==> src/rtl/nibble_dp_pkg.sv <==
package nibble_dp_pkg;
  typedef enum logic [1:0] {
    DST_RA   = 2'b00,
    DST_RB   = 2'b01,
    DST_RO   = 2'b10,
    DST_NONE = 2'b11
  } dst_e;

  localparam int NUM_DST = 3;
endpackage

==> src/rtl/nibble_addsub.sv <==
module nibble_addsub #(
  parameter int W = 4
) (
  input  logic [W-1:0] a,
  input  logic [W-1:0] b,
  input  logic         sub,
  output logic [W-1:0] y,
  output logic         cout
);
  logic [W-1:0] b_inv;
  logic [W:0]   sum;

  always_comb begin
    b_inv = b ^ {W{sub}};
    sum   = {1'b0, a} + {1'b0, b_inv} + {{W{1'b0}}, sub};
    y     = sum[W-1:0];
    cout  = sum[W];
  end
endmodule

==> src/rtl/nibble_wr_decode.sv <==
module nibble_wr_decode
  import nibble_dp_pkg::*;
#(
  parameter int N = NUM_DST
) (
  input  logic [1:0]   code,
  output logic [N-1:0] we
);
  for (genvar i = 0; i < N; i++) begin : g_dec
    assign we[i] = (code == 2'(i));
  end
endmodule

==> src/rtl/nibble_reg.sv <==
module nibble_reg #(
  parameter int W = 4
) (
  input  logic         clk,
  input  logic         rst_n,
  input  logic         en,
  input  logic [W-1:0] d,
  output logic [W-1:0] q
);
  logic [W-1:0] q_nxt;

  always_comb begin
    q_nxt = q;
    if (en) q_nxt = d;
  end

  always_ff @(posedge clk or negedge rst_n) begin
    if (!rst_n) q <= '0;
    else        q <= q_nxt;
  end
endmodule

==> src/rtl/nibble_dp.sv <==
module nibble_dp
  import nibble_dp_pkg::*;
#(
  parameter int W = 4
) (
  input  logic         clk,
  input  logic         rst_n,
  input  logic [1:0]   dst_addr,
  input  logic         sel_imm,
  input  logic         sub_mode,
  input  logic [W-1:0] imm,
  output logic [W-1:0] ra_q,
  output logic [W-1:0] rb_q,
  output logic [W-1:0] ro_q,
  output logic [W-1:0] alu_y,
  output logic         carry_q
);
  localparam int SYNC_STAGES = 2;

  logic [SYNC_STAGES-1:0] sync_q;
  logic                   rst_n_sync;
  logic [NUM_DST-1:0]     we;
  logic [W-1:0]           wr_data;
  logic                   cout;

  always_ff @(posedge clk or negedge rst_n) begin
    if (!rst_n) sync_q <= '0;
    else        sync_q <= {sync_q[SYNC_STAGES-2:0], 1'b1};
  end
  assign rst_n_sync = sync_q[SYNC_STAGES-1];

  nibble_addsub #(.W(W)) u_alu (
    .a    (ra_q),
    .b    (rb_q),
    .sub  (sub_mode),
    .y    (alu_y),
    .cout (cout)
  );

  nibble_wr_decode #(.N(NUM_DST)) u_dec (
    .code (dst_addr),
    .we   (we)
  );

  always_comb begin
    wr_data = sel_imm ? imm : alu_y;
  end

  nibble_reg #(.W(W)) u_ra (
    .clk (clk), .rst_n (rst_n_sync), .en (we[DST_RA]), .d (wr_data), .q (ra_q)
  );

  nibble_reg #(.W(W)) u_rb (
    .clk (clk), .rst_n (rst_n_sync), .en (we[DST_RB]), .d (wr_data), .q (rb_q)
  );

  nibble_reg #(.W(W)) u_ro (
    .clk (clk), .rst_n (rst_n_sync), .en (we[DST_RO]), .d (ra_q), .q (ro_q)
  );

  nibble_reg #(.W(1)) u_cy (
    .clk (clk), .rst_n (rst_n_sync), .en (1'b1), .d (cout), .q (carry_q)
  );
endmodule

==> config.mk <==
export PLATFORM = sky130hd
export DESIGN_NAME = nibble_dp
export DESIGN_NICKNAME = d
export VERILOG_FILES = /design/src/rtl/nibble_dp_pkg.sv /design/src/rtl/nibble_addsub.sv /design/src/rtl/nibble_wr_decode.sv /design/src/rtl/nibble_reg.sv /design/src/rtl/nibble_dp.sv
export SDC_FILE = /design/constraint.sdc
export NUM_CORES = 1
export LEC_CHECK = 0
export BUFFER_PORTS_ARGS = -buffer_cell sky130_fd_sc_hd__buf_2
export CORE_MARGIN = 1.5
export CORE_UTILIZATION = 46
export CTS_CLUSTER_SIZE = 28
export DETAILED_ROUTE_END_ITERATION = 10
export GPL_TIMING_DRIVEN = 0
export HOLD_SLACK_MARGIN = 0.03
export PLACE_DENSITY_LB_ADDON = 0.08
export REMOVE_ABC_BUFFERS = 1
export SLEW_MARGIN = 20
export SYNTH_ARGS = -nofsm -noshare
export SYNTH_HDL_FRONTEND = slang
export SYNTH_SLANG_ARGS = --single-unit
==> constraint.sdc <==
create_clock -name clk -period 2.4 [get_ports clk]
set_clock_uncertainty 0.2 [all_clocks]
set_input_delay 0.24 -clock clk [delete_from_list [all_inputs] [get_ports clk]]
set_output_delay 0.24 -clock clk [all_outputs]
set_load 0.05 [all_outputs]
**After elaboration in Yosys (flattened, before gate mapping)**

Index checks and enable logic that the tools add are counted.

- Register bits after elaboration: 15
- Output and inout bits: 17
- Input port bits: 10

- Reduce and logical (&&, ||, !) cells: 1
- Bitwise gates (word level): 1
- Multiplexer cells: 1
- Equal/unequal tests: 2
- Add/subtract/negate cells: 2

Operators with widths:

| operator | number |
|---|---|
| 4-bit by 4-bit adder with 5-bit output | 1 |
| 5-bit by 1-bit adder with 5-bit output | 1 |
| 4-bit two-way mux | 1 |
| 4-bit XOR | 1 |
| 2-bit by 1-bit == test with 1-bit output, second input constant | 1 |
| 2-bit == test, second input constant | 1 |
| 2-bit zero test | 1 |

**Logic depth before layout (Yosys ltp)**

- Word-level depth: 4
- Mapped depth: 6
- Gate-level depth less buffers: 6

**Hierarchy**

A second synthesis with hierarchy kept.

- Cells, all modules: 56
- Area, all modules: 779.5 sq um

By module, submodules not included:

| module | area each (sq um) | instances | cells each | seq. area each (sq um) |
|---|---|---|---|---|
| nibble_reg (u_ra ...) | 145.1 | 3 | 8 | 100.1 |
| nibble_addsub | 186.4 | 1 | 20 | 0.0 |
| nibble_dp | 98.8 | 1 | 7 | 50.0 |
| nibble_reg (u_cy) | 40.0 | 1 | 2 | 25.0 |
| nibble_wr_decode | 18.8 | 1 | 3 | 0.0 |

**Worst setup path after synthesis**

Ideal clock, no wire load.

- Path kind: register to register
- From: register u_rb.q[0]
- To: register u_ra.q[2]
- Setup slack: -0.481 ns
- Arrival: 2.597 ns
- Path buffers: 0
- Setup time: 0.084 ns
- Stages on the path, launching flop included: 6
- Clock period less this slack: 2.881 ns
- Path through: dfrtp_1 mux2_4 fa_1 xor2_1 mux2i_1 o21ai_0

- Longest elaborated chain between the ends: 4

Ends and longest elaborated chain:

| item | RTL line | text |
|---|---|---|
| start, declared | nibble_reg.sv:8 | `output logic [W-1:0] q` |
| start signal, assigned | nibble_reg.sv:19 | `else q <= q_nxt;` |
| 4-bit XOR | nibble_addsub.sv:14 | `b_inv = b ^ {W{sub}};` |
| 4-bit by 4-bit adder with 5-bit output | nibble_addsub.sv:15 | `sum = {1'b0, a} + {1'b0, b_inv} + {{W{1'b0}}, sub};` |
| 5-bit by 1-bit adder with 5-bit output | nibble_addsub.sv:15 |  |
| net alu_y[2] | nibble_dp.sv:15 | `output logic [W-1:0] alu_y,` |
| 4-bit two-way mux | nibble_dp.sv:46 | `wr_data = sel_imm ? imm : alu_y;` |
| end signal, assigned | nibble_reg.sv:19 |  |
| end, declared | nibble_reg.sv:8 |  |

The timed path passes the listed nets, and every way through them passes these cells.
A chain may end at the register's enable or synchronous reset.

**Worst setup path after layout**

- From: register u_rb.q[2]
- To: output port alu_y[3]

- Longest elaborated chain between the ends: 3

Ends and longest elaborated chain:

| item | RTL line |
|---|---|
| 4-bit XOR | nibble_addsub.sv:14 |
| 4-bit by 4-bit adder with 5-bit output | nibble_addsub.sv:15 |
| 5-bit by 1-bit adder with 5-bit output | nibble_addsub.sv:15 |
| end, declared | nibble_dp.sv:15 |

No other way between the ends.

==> metrics.txt <==
CTS Buf Count=3; Synth Flop Type=dfrtp_1; DR iter-0 viols=2; antenna violations before repair=0; Critical Path Start Type=flip-flop; Area growth, synth to finish=25.8%; Syn Area/Cell=11.9 µm²; Die Y=between 40 and 50 µm; CTS root buf=clkbuf_4; Final setup viols=0; DRC=0; sequential fraction of the synthesis area=48.4%; Initial Util=50.3%; async set-reset flop share out of synthesis=100%; slew margin rel.=64.2%; routed wire length=1.42 mm; total gr overflow=0; clock sink count=15; number of flops mapped to enable cells by yosys=0; final hold violation count=0; Rows=14; Final period util=98.0%; TritonCTS clock tree=built; Crit path buffers/inverters=2; routed vias=580; Hold WS=19.8 ps; DRT Pass-1 Iters=2; fmax=425 MHz; GRT Total Usage=about 17%; Setup TNS Final=0 ps; vias in the first global route=562; crit-path leading delay family=flip-flops; WP data required=1960 ps; Synth area leaders=dfrtp_1 (48%), mux2_2 (5.8%), xor2_1 (5.6%), ha_1 (4.8%), o21ai_0 (4.5%); Worst-path clk slew=100 ps; reg-to-reg startpoint=u_rb.q[2]$_DFFE_PN0N_; Mapped Area=776 µm²; DP HPWL=1.14 mm; I/O Buffers=26; global-route wire length before repair=2.43 mm; per-cell routed wire length=~13 µm; H-tree depth=1; worst min-delay path category=flip-flop to asynchronous set/reset pin; CP Cell Sequence=xor2_1 -> ha_1 -> a21o_2 -> a31oi_4 -> xor2_2 -> inv_1 -> buf_6; leading area contributor after synthesis=dfrtp_1; Period minus WS final=2350 ps; synthesized flop and latch total=15; Slowest-stage cell, CP=dfrtp_1; RSZ-0062 raised after global routing=true; area of the core=1540 µm²; io pins=27; worst-path maximum fanout=3; CP endpoint kind=primary output; share of cells above drive strength 1=45.4%; Syn Inst Count=65; Commonest cells post-synth=dfrtp_1 (15), nand2_1 (8), o21ai_0 (7); largest net degree at the start of global routing=14; Synth Warn #=0; CP arrival=1910 ps; vias per cell=5.13; Synth top area share=48.4%; Die Area=1940 µm²; Die Wd=44.1 µm; Max Cap Viol=0; worst slew pin tran=537 ps; clock latency on the worst-skew pair=280 ps; Crit Path Class=flip-flop to primary output; Worst Setup SP=u_rb.q[2]$_DFFE_PN0N_; Max clock buf depth=2; Slew Limit Fails=0; antenna viol nets, final=0; Crit path largest cell delay=410 ps; routability cong.=0.783; Netlist cell types=23; count leader, synth=dfrtp_1; Final #Nets=112; outcome=complete, no violations; ant diodes=0
[stage by stage]
| step | setup WS (ps) | area, µm² | util [%] | instances |
|---|---|---|---|---|
| after floorplan | -481 | 749 | - | 62 |
| after global placement | 207 | 900 | 58.4 | 104 |
| after detailed placement | 165 | 900 | 58.4 | 104 |
| after CTS | 19.8 | 961 | 62.3 | 111 |
| after global routing | -6.62 | 976 | 63.3 | 113 |
| final | 48.1 | 976 | 63.3 | 113 |
[placed cells by master, fill, tap and decap left out, types with 2 or more instances in the layout]
cell,count
a21o_1,2
buf_2,24
buf_4,5
clkbuf_4,3
dfrtp_1,15
ha_1,3
mux2_2,4
mux2i_1,3
nand2_1,8
nor2_1,2
o21ai_0,7
o31ai_1,2
xor2_1,5
[registers in the layout, indices dropped and copies added, names as in the netlist]
signal  count
u_cy.q      1
sync_q      2
u_rb.q      4
u_ro.q      4
u_ra.q      4
[area by class of cell]
class                           instances  area (µm²)
Inverter                                1        3.75
Sequential cell                        15         375
Fill cell                             129         566
Timing Repair Buffer                   31         179
Clock buffer                            3        22.5
Tap cell                               16        20.0
Multi-Input combinational cell         46         370
Clock inverter                          1        5.00
[worst paths after layout]
check / slack (ps) / cells after the start / endpoint
max: 50 / 7 / alu_y[3]
min: 20 / 0 / u_cy.q$_DFF_PN0_
max reg2reg: 290 / 8 / u_ra.q[3]$_DFFE_PN0N_
min reg2reg: 20 / 0 / u_cy.q$_DFF_PN0_
max in group asynchronous: 1620 / 0 / u_ra.q[2]$_DFFE_PN0N_
min in group clk: 70 / 2 / u_rb.q[3]$_DFFE_PN0N_
[what timing repair did]
item / in CTS / in global routing
hold endpoints to repair: 2 / 0
gates resized for setup: 3 / 0
setup endpoints to repair: 2 / 2
hold buffers: 1 / 0
setup buffers: 2 / 2
pin swaps: 2 / 3
[cell families after synthesis]
kind of cell | count (synthesis) | synth area share [%]
AO/OA/AOI/OAI | 14 | 12.9
XOR/XNOR | 6 | 7.74
adder cells (fa/ha/maj) | 4 | 7.42
buffers and inverters | 4 | 3.87
flip-flops | 15 | 48.4
multiplexers | 8 | 11.6
other | 1 | 0.483
AND/OR/NAND/NOR | 13 | 7.58
[routing by layer]
layer,up-vias,global-route usage [%],part of all wire [%]
met2,14,29.4,51
li1,289,-,-
met5,-,0,0
met4,0,5.45,0.28
met3,2,2.45,3.8
met1,275,23.1,44
Power is left out: the tool's default activity adds up to more than one toggle a clock period on the data nets, which glitch-free logic cannot reach.
